--- config.mk ---
export PLATFORM = sky130hd
export DESIGN_NAME = irq_ctrl8
export DESIGN_NICKNAME = d
export VERILOG_FILES = /design/src/rtl/irqc_pkg.sv /design/src/rtl/irqc_prio.sv /design/src/rtl/irqc_cmd.sv /design/src/rtl/irqc_pend.sv /design/src/rtl/irq_ctrl8.sv
export SDC_FILE = /design/constraint.sdc
export NUM_CORES = 1
export LEC_CHECK = 0
export BUFFER_PORTS_ARGS = -buffer_cell sky130_fd_sc_hd__buf_2
export CORE_MARGIN = 4
export CORE_UTILIZATION = 48
export CTS_BUF_LIST = sky130_fd_sc_hd__clkbuf_8
export CTS_CLUSTER_DIAMETER = 120
export DETAILED_ROUTE_END_ITERATION = 8
export GPL_ROUTABILITY_DRIVEN = 1
export HOLD_SLACK_MARGIN = 0.05
export PLACE_DENSITY = 0.71
export SETUP_SLACK_MARGIN = 0.3
export SYNTH_ARGS = -nofsm -noshare
export SYNTH_HDL_FRONTEND = slang
export SYNTH_SLANG_ARGS = --single-unit
--- constraint.sdc ---
create_clock -name clk -period 4 [get_ports clk]
set_input_delay 0.4 -clock clk [delete_from_list [all_inputs] [get_ports clk]]
set_output_delay 0.4 -clock clk [all_outputs]
set_load 0.01 [all_outputs]
--- src/rtl/irqc_pkg.sv ---
package irqc_pkg;
  typedef enum logic [1:0] {RS_PEND, RS_INSVC, RS_POLL} rdsel_t;
  typedef enum logic [1:0] {IS_IDLE, IS_W2, IS_W3, IS_W4} init_t;
endpackage

--- src/rtl/irqc_prio.sv ---
module irqc_prio #(
  parameter int N     = 8,
  parameter int IDX_W = $clog2(N)
) (
  input  logic [N-1:0]     req,
  output logic             found,
  output logic [IDX_W-1:0] idx
);
  always_comb begin
    found = 1'b0;
    idx   = '0;
    for (int i = N - 1; i >= 0; i--) begin
      if (req[i]) begin
        found = 1'b1;
        idx   = IDX_W'(i);
      end
    end
  end
endmodule

--- src/rtl/irqc_cmd.sv ---
module irqc_cmd
  import irqc_pkg::*;
#(
  parameter int         DATA_W     = 8,
  parameter int         N          = 8,
  parameter int         IDX_W      = $clog2(N),
  parameter logic [7:0] BASE_RESET = 8'h00
) (
  input  logic              clk,
  input  logic              rst,
  input  logic              wr_cmd,
  input  logic              wr_data,
  input  logic [DATA_W-1:0] wdata,
  output rdsel_t            sel,
  output logic [DATA_W-1:0] base,
  output logic [N-1:0]      mask,
  output logic              err,
  output logic              eoi_all,
  output logic              eoi_one,
  output logic [IDX_W-1:0]  eoi_idx
);
  localparam logic [DATA_W-1:0] ALIGN = ~DATA_W'(N - 1);

  init_t ist;
  logic  op, is_spec, is_nop, is_sel, bad;

  always_comb begin
    op      = wr_cmd && !wdata[4];
    is_spec = (wdata[7:3] == 5'b00100 && wdata[2:0] != 3'd0) ||
              wdata[7:3] == 5'b01100 || wdata[7:3] == 5'b11100;
    is_nop  = wdata == 8'h68 || wdata[7:3] == 5'b11000;
    is_sel  = wdata == 8'h0A || wdata == 8'h0B || wdata == 8'h0C;
    eoi_all = op && wdata == 8'h20;
    eoi_one = op && is_spec;
    eoi_idx = wdata[IDX_W-1:0];
    bad     = op && !is_spec && !is_nop && !is_sel && wdata != 8'h20;
  end

  always_ff @(posedge clk) begin
    if (rst) begin
      ist  <= IS_IDLE;
      sel  <= RS_POLL;
      base <= BASE_RESET & ALIGN;
      mask <= '0;
      err  <= 1'b0;
    end else begin
      if (wr_cmd) begin
        if (wdata[4]) ist <= IS_W2;
        else          ist <= IS_IDLE;
      end else if (wr_data) begin
        case (ist)
          IS_W2:   begin base <= wdata & ALIGN; ist <= IS_W3; end
          IS_W3:   ist <= IS_W4;
          IS_W4:   ist <= IS_IDLE;
          default: mask <= wdata[N-1:0];
        endcase
      end
      if (op && wdata == 8'h0A) sel <= RS_PEND;
      if (op && wdata == 8'h0B) sel <= RS_INSVC;
      if (op && wdata == 8'h0C) sel <= RS_POLL;
      if (bad) err <= 1'b1;
    end
  end

  a_r12_err_sticky: assert property (@(posedge clk) disable iff (rst)
    err |=> err);
  a_r5_mask_frozen: assert property (@(posedge clk) disable iff (rst)
    (ist != IS_IDLE && !wr_cmd) |=> $stable(mask));
endmodule

--- src/rtl/irqc_pend.sv ---
module irqc_pend #(
  parameter int N     = 8,
  parameter int IDX_W = $clog2(N)
) (
  input  logic             clk,
  input  logic             rst,
  input  logic [N-1:0]     irq_in,
  input  logic [N-1:0]     mask,
  input  logic             ack,
  input  logic             eoi_all,
  input  logic             eoi_one,
  input  logic [IDX_W-1:0] eoi_idx,
  output logic [N-1:0]     pend,
  output logic [N-1:0]     isr,
  output logic             ack_hit,
  output logic [IDX_W-1:0] ack_idx
);
  logic [N-1:0] prev, rise, pend_n, isr_n;
  logic         cfound;

  irqc_prio #(.N(N), .IDX_W(IDX_W)) u_pick (
    .req(pend & ~mask), .found(cfound), .idx(ack_idx)
  );

  always_comb begin
    rise    = irq_in & ~prev;
    ack_hit = ack && cfound;
    pend_n  = pend;
    isr_n   = isr;
    if (eoi_all) begin
      pend_n = pend_n & ~isr;
      isr_n  = '0;
    end
    if (eoi_one) begin
      pend_n[eoi_idx] = 1'b0;
      isr_n[eoi_idx]  = 1'b0;
    end
    if (ack_hit) begin
      pend_n[ack_idx] = 1'b0;
      isr_n[ack_idx]  = 1'b1;
    end
    pend_n = pend_n | rise;
  end

  always_ff @(posedge clk) begin
    if (rst) begin
      prev <= '0;
      pend <= '0;
      isr  <= '0;
    end else begin
      prev <= irq_in;
      pend <= pend_n;
      isr  <= isr_n;
    end
  end

  a_r2_set_needs_edge: assert property (@(posedge clk) disable iff (rst)
    1'b1 |=> ((pend & ~$past(pend) & ~$past(irq_in & ~prev)) == '0));
  a_r9_ack_adds_one: assert property (@(posedge clk) disable iff (rst)
    (ack_hit && !eoi_all && !eoi_one) |=> $countones(isr) == $countones($past(isr)) + 1);
  a_r10_eoi_empties: assert property (@(posedge clk) disable iff (rst)
    (eoi_all && !ack) |=> isr == '0);
endmodule

--- src/rtl/irq_ctrl8.sv ---
module irq_ctrl8
  import irqc_pkg::*;
#(
  parameter int         DATA_W     = 8,
  parameter int         NUM_IRQ    = 8,
  parameter logic [7:0] BASE_RESET = 8'h00
) (
  input  logic               clk,
  input  logic               rst,
  input  logic [NUM_IRQ-1:0] irq_in,
  input  logic               int_ack,
  input  logic               bus_addr,
  input  logic               bus_we,
  input  logic [DATA_W-1:0]  bus_wdata,
  output logic [DATA_W-1:0]  bus_rdata,
  output logic               int_out,
  output logic [DATA_W-1:0]  vec_out,
  output logic               err_out
);
  localparam int IDX_W = $clog2(NUM_IRQ);
  localparam int PAD_W = DATA_W - 1 - IDX_W;

  rdsel_t              sel;
  logic [DATA_W-1:0]   base, poll_val, cmd_rd;
  logic [NUM_IRQ-1:0]  mask, pend, isr;
  logic                eoi_all, eoi_one, ack_hit, pfound;
  logic [IDX_W-1:0]    eoi_idx, ack_idx, pidx;

  irqc_cmd #(.DATA_W(DATA_W), .N(NUM_IRQ), .IDX_W(IDX_W), .BASE_RESET(BASE_RESET)) u_cmd (
    .clk(clk), .rst(rst),
    .wr_cmd(bus_we && !bus_addr), .wr_data(bus_we && bus_addr), .wdata(bus_wdata),
    .sel(sel), .base(base), .mask(mask), .err(err_out),
    .eoi_all(eoi_all), .eoi_one(eoi_one), .eoi_idx(eoi_idx)
  );

  irqc_pend #(.N(NUM_IRQ), .IDX_W(IDX_W)) u_pend (
    .clk(clk), .rst(rst), .irq_in(irq_in), .mask(mask), .ack(int_ack),
    .eoi_all(eoi_all), .eoi_one(eoi_one), .eoi_idx(eoi_idx),
    .pend(pend), .isr(isr), .ack_hit(ack_hit), .ack_idx(ack_idx)
  );

  irqc_prio #(.N(NUM_IRQ), .IDX_W(IDX_W)) u_poll (
    .req(pend), .found(pfound), .idx(pidx)
  );

  always_comb begin
    poll_val = pfound ? {1'b1, {PAD_W{1'b0}}, pidx} : '0;
    case (sel)
      RS_PEND:  cmd_rd = DATA_W'(pend);
      RS_INSVC: cmd_rd = DATA_W'(isr);
      default:  cmd_rd = poll_val;
    endcase
  end

  always_ff @(posedge clk) begin
    if (rst) begin
      bus_rdata <= '0;
      int_out   <= 1'b0;
      vec_out   <= '0;
    end else begin
      bus_rdata <= bus_addr ? DATA_W'(mask) : cmd_rd;
      int_out   <= |(pend & ~mask);
      if (ack_hit) vec_out <= base | DATA_W'(ack_idx);
    end
  end

  a_r3_quiet_when_empty: assert property (@(posedge clk) disable iff (rst)
    (pend == '0) |=> !int_out);
  a_r9_vec_hold: assert property (@(posedge clk) disable iff (rst)
    !ack_hit |=> $stable(vec_out));
endmodule

# Word level (Yosys, flattened, before mapping)

Index checks and enable logic that the tools add are counted.
Widths: inputs -> output; s select.

ROM bits: 0
Bits of input ports: 21
Word-level logic and storage cells: 133
RAM bits: 0
Register bits: 59
Output and inout port bits: 18
Bits in latches: 0
Memories: 0

Reduce and logical (&&, ||, !) cells: 37
Shift operators: 0
Multiplexer cells: 51
Bitwise gates (word level): 16
Multiply operators: 0
Divide/modulo/power cells: 0
$lt $le $gt $ge: 4
Equality and inequality tests: 14
Add/sub/neg operators: 0

Operator list:

| operator           | number |
|---|---|
| $mux 8             | 8 |
| $and 8x8->8        | 6 |
| $mux 3             | 16 |
| $not 8->8          | 5 |
| $eq 8x4->1 const B | 3 |
| $mux 1             | 19 |
| $logic_and 1x1->1  | 16 |
| $or 8x8->8         | 2 |
| $pmux 8 s2         | 1 |
| $eq 5x5->1 const B | 2 |
| $eq 8x6->1 const B | 1 |
| $eq 8x7->1 const B | 1 |
| $lt 3x4->1 const B | 2 |
| $mux 2             | 4 |
| $ne 8x6->1 const B | 1 |
| $or 8x3->8         | 1 |
| $reduce_or 8->1    | 1 |
| $demux 1 s3        | 2 |
| $ge 3x1->1 const B | 2 |
| $pmux 2 s3         | 1 |
| $reduce_and 3->1   | 2 |
| $eq 5x3->1 const B | 1 |
| $eq 5x4->1 const B | 1 |
| $logic_not 1->1    | 5 |
| 11 further kinds   | 19 |

# Depth between registers and ports, before layout

Word-level depth: 18
Gate-level depth with buffers: 7
Mapped depth without buffers: 7

# Cells and area by module

From an unflattened synthesis, not the netlist that was laid out.

Cell total of the unflattened synthesis: 343
Area, all modules: 2940.3 um^2

By module, submodules not included:

| module    | seq. area each (um^2) | area each (um^2) | cells an instance | instances |
|---|---|---|---|---|
| irqc_pend | 480.5                 | 1018.5           | 113               | 1 |
| irqc_cmd  | 360.3                 | 933.4            | 117               | 1 |
| irq_ctrl8 | 340.3                 | 828.3            | 87                | 1 |
| irqc_prio | 0.0                   | 80.1             | 13                | 2 |

# Worst setup path before layout

OpenSTA, ideal clock, no wires.

Kind: input to register
From: input port bus_addr
To: register u_pend.pend[1]
Cell stages on the path: 6
Setup slack: 1.854 ns
Required time: 3.883 ns
Library setup time: 0.117 ns
Buffers on the path: 2
Arrival: 2.028 ns
Path through: buf_6 or3b_1 buf_2 or4_4 or3_1 a32o_1

Longest elaborated chain between the ends: 10
Elaborated cells between the ends (all ways): 11
Classes of those cells: 3 x mux; 3 x bitwise; 5 x reduce/logical

Ends and longest elaborated chain:

| item                         | RTL line        | source |
|---|---|---|
| start, declared              | irq_ctrl8.sv:12 | `input logic bus_addr,` |
| $logic_not 1->1 *            | irq_ctrl8.sv:31 | `.wr_cmd(bus_we && !bus_addr), .wr_data(bus_we && bus_addr), .wdata(bus_wdata),` |
| $logic_and 1x1->1 *          | irq_ctrl8.sv:31 |  |
| $logic_and 1x1->1 *          | irqc_cmd.sv:28  | `op = wr_cmd && !wdata[4];` |
| $logic_and 1x1->1            | irqc_cmd.sv:33  | `eoi_all = op && wdata == 8'h20;` |
| $mux 8                       | irqc_pend.sv:30 | `if (eoi_all) begin` |
| $and 8x8->8 (no source line) | n/a             |  |
| $mux 8 *                     | irqc_pend.sv:34 | `if (eoi_one) begin` |
| $and 8x8->8 (no source line) | n/a             |  |
| $mux 8 *                     | irqc_pend.sv:38 | `if (ack_hit) begin` |
| $or 8x8->8 *                 | irqc_pend.sv:42 | `pend_n = pend_n \| rise;` |
| end signal, assigned         | irqc_pend.sv:52 | `pend <= pend_n;` |
| end, declared                | irqc_pend.sv:13 | `output logic [N-1:0] pend,` |

Mark *: on every way between the ends. The rest lies on a longest branch, timed or not.
A chain may end at the register's enable or synchronous reset.

# Worst setup path after layout

From: input port bus_addr
To: register u_pend.pend[6]

Same word-level chain as after synthesis.

==> impl_metrics.toml <==
[yosys]
synthArstFlopShare = 0
yosys.area.top_type_share = 0.420
synth-seq-cells = 59
synth_ff_type = "dfxtp_1"
yosysSeqAreaShare = 0.420
avgSynthCellArea_sq_um = 8.43
synth.net_count = 360
synth_edf_count = 0
synth.area.top_cells = "dfxtp_1, nor2_1, mux2i_1"
synth.largest_area_cell = "dfxtp_1"
yosysUniqueCellTypes = 48
synthTopCellsByCount = "dfxtp_1, nor2_1, nand2_1, a21oi_1, mux2i_1"
post-synth-top-count-cell = "dfxtp_1"
netlist_instances = 334
yosys_warnings = 0
netlist_area_sq_um = 2820

[cts]
cts_made_buffers = 9
cts_tree = "built"
numClockSinks = 59
cts_resized = 0
cts.clk_slew.worst_paths_ns = 0.07
ctsHoldBuffers = 0
clk_path_buf_depth = 2
cts_max_level = 3
clk_latency_ns = 0.34
post_cts_buffers = 0
clock-root-buffer = "clkbuf_8"

[die]
start_util = 0.502
core-area_sq_um = 5610
rows = 27
boundaryPins = 39
die_area_sq_um = 7150
die_w_microns = 84.6
die_h_microns = 84.6

[sta]
fin_skew_ns = 0.00887
setup_viol = 0
setup_slack_ns = 1.81
post-route-period-util = 0.548
worst_pin_slew_ns = 0.850
slew_violations = 0
finalHoldViolCount = 0
fin_crit_ns = 2.19
setup_tns_ns = 0
rsz0062_at_grt = "no"
max-slew-margin-rel = 0.428
worst_hold_slack_ns = 0.252
fmax_ghz = 0.456

[placement]
place.gp.congestion = 0.906
post-place-ws_ns = 1.53
port_buffers = 38
dp.cells = 429
dpl-instance-area_sq_um = 3030
hpwl_microns = 4880

[cells_and_area]
n_antenna_cell = 0
drive_gt1_frac = 0.166
stdcell_count = 445
layout.nets = 394
syn2layout_area_growth_pct = 15.5
utilization = 0.580
design_area_sq_um = 3250

[setup_path]
worstPathRequired_ns = 4.23
arrival_ns = 2.42
crit_type = "input port to flop"
cp-end-kind = "flop"
r2r-start = "u_cmd.mask[0]$_SDFFE_PP0P_"
crit_fanout = 19
reg2reg_setup_slack_ns = 1.96
regToRegEndpoint = "vec_out[6]$_SDFFE_PP0P_"
path_cells = "buf_2 -> or3b_1 -> nor4_1 -> nand3_1 -> a32o_1"
cpPeakStageDelay_ns = 0.74
critPathSlowestCell = "nor4_1"
critPathLaunchType = "input port"
worstRegToRegCells = 5

[routing]
drt_iter0_drc = 186
drt-total-wl_microns = 6780
via_per_inst = 5.72
postRouteAntennaNets = 0
drc = 0
vias = 2546
drtPass1Iterations = 5
avgRoutedWirePerCell_microns = 15.2

[power]
leakagePower_nw = 1.38
finalPower_mw = 1.44
switching_share = 0.270
pwr-share-seq = 0.452
power.switching_mw = 0.388
internal-power_mw = 1.05
power_density_nw_per_um2 = 442
pwr-share-clk = 0.410
peakVddDrop_mv = 0.220
pwr-share-comb = 0.138

[min_path]
holdPathStages = 3
min-delay-start = "irq_in[3]"
hold_end = "u_pend.prev[3]$_SDFF_PP0_"
hold_class = "input port to flop"

[global_route]
grt_pass1_wl_microns = 11500
grt_pass1_vias = 2370
grt_max_degree = 52
antenna_found_initial = 0
track_usage = 0.199
gr-total-overflow = 0

[job]
maxCapViolCount = 0

[run_status]
status = "finished, final reports clean"
==> sequential cells by signal, summed over array words and instances (netlist names) <==
signal and flops:
bus_rdata 8, int_out 1, u_cmd.base 5, u_cmd.err 1
u_cmd.ist 2, u_cmd.mask 8, u_cmd.sel 2, u_pend.isr 8
u_pend.pend 8, u_pend.prev 8, vec_out 8
==> how the worst max path moves through the flow <==
stage,startpoint,endpoint,slack (ns)
floorplan,bus_addr,u_pend.pend[1]$_SDFF_PP0_,1.85
global placement,bus_addr,u_pend.pend[6]$_SDFF_PP0_,1.61
detailed placement,bus_addr,u_pend.pend[6]$_SDFF_PP0_,1.53
CTS,bus_addr,u_pend.pend[6]$_SDFF_PP0_,1.86
global route,u_cmd.mask[0]$_SDFFE_PP0P_,vec_out[0]$_SDFFE_PP0P_,1.77
finish,bus_addr,u_pend.pend[6]$_SDFF_PP0_,1.81
==> critical path, delay by kind of cell <==
family | cells | cell delay (ns)
and+or+nand+nor | 3 | 1.50
AOI/OAI and AO/OA | 1 | 0.30
buffers and inverters | 1 | 0.21
==> power by group through the flow <==
| stage | Combinational (mW) | Clock, mW | Sequential (mW) |
|---|---|---|---|
| floorplan | 0.138 | 0 | 0.658 |
| global placement | 0.195 | 0 | 0.661 |
| detailed placement | 0.199 | 0 | 0.661 |
| CTS | 0.200 | 0.601 | 0.648 |
| global route | 0.225 | 0.631 | 0.653 |
| finish | 0.199 | 0.590 | 0.649 |
==> cell type report <==
class                           count  area [sq um]
Clock buffer                        9           124
Clock inverter                      7          92.6
Fill cell                         555          2360
Inverter                           18          67.6
Multi-Input combinational cell    241          1500
Sequential cell                    59          1180
Tap cell                           72          90.1
Timing Repair Buffer               39           198
==> kinds of logic after synthesis <==
| logic type | share of synthesized area |
|---|---|
| mux | 0.0796 |
| xor+xnor | 0.00311 |
| buf+inv | 0.0484 |
| compound gates | 0.164 |
| flops | 0.420 |
| fa+ha+maj | 0.0222 |
| simple gates | 0.263 |
==> cells in the final DEF, fill, tap and decap left out, types with 11 or more instances in the layout <==
master	instances
nand3_1	11
dfxtp_1	59
buf_2	38
inv_1	18
nand2_1	22
mux2i_1	19
nor2_1	51
nand2b_1	12
a21oi_1	19
nor2b_1	16
==> layer usage <==
| metal | wire length [microns] | global-route usage | share of wire | vias to the layer above |
|---|---|---|---|---|
| li1 | - | - | - | 1248 |
| met1 | 3040 | 0.263 | 0.45 | 1187 |
| met2 | 3130 | 0.310 | 0.46 | 92 |
| met3 | 428 | 0.0383 | 0.063 | 19 |
| met4 | 175 | 0.0964 | 0.026 | 0 |
| met5 | 0 | 0 | 0 | - |
Power figures use the tool's default switching activity.
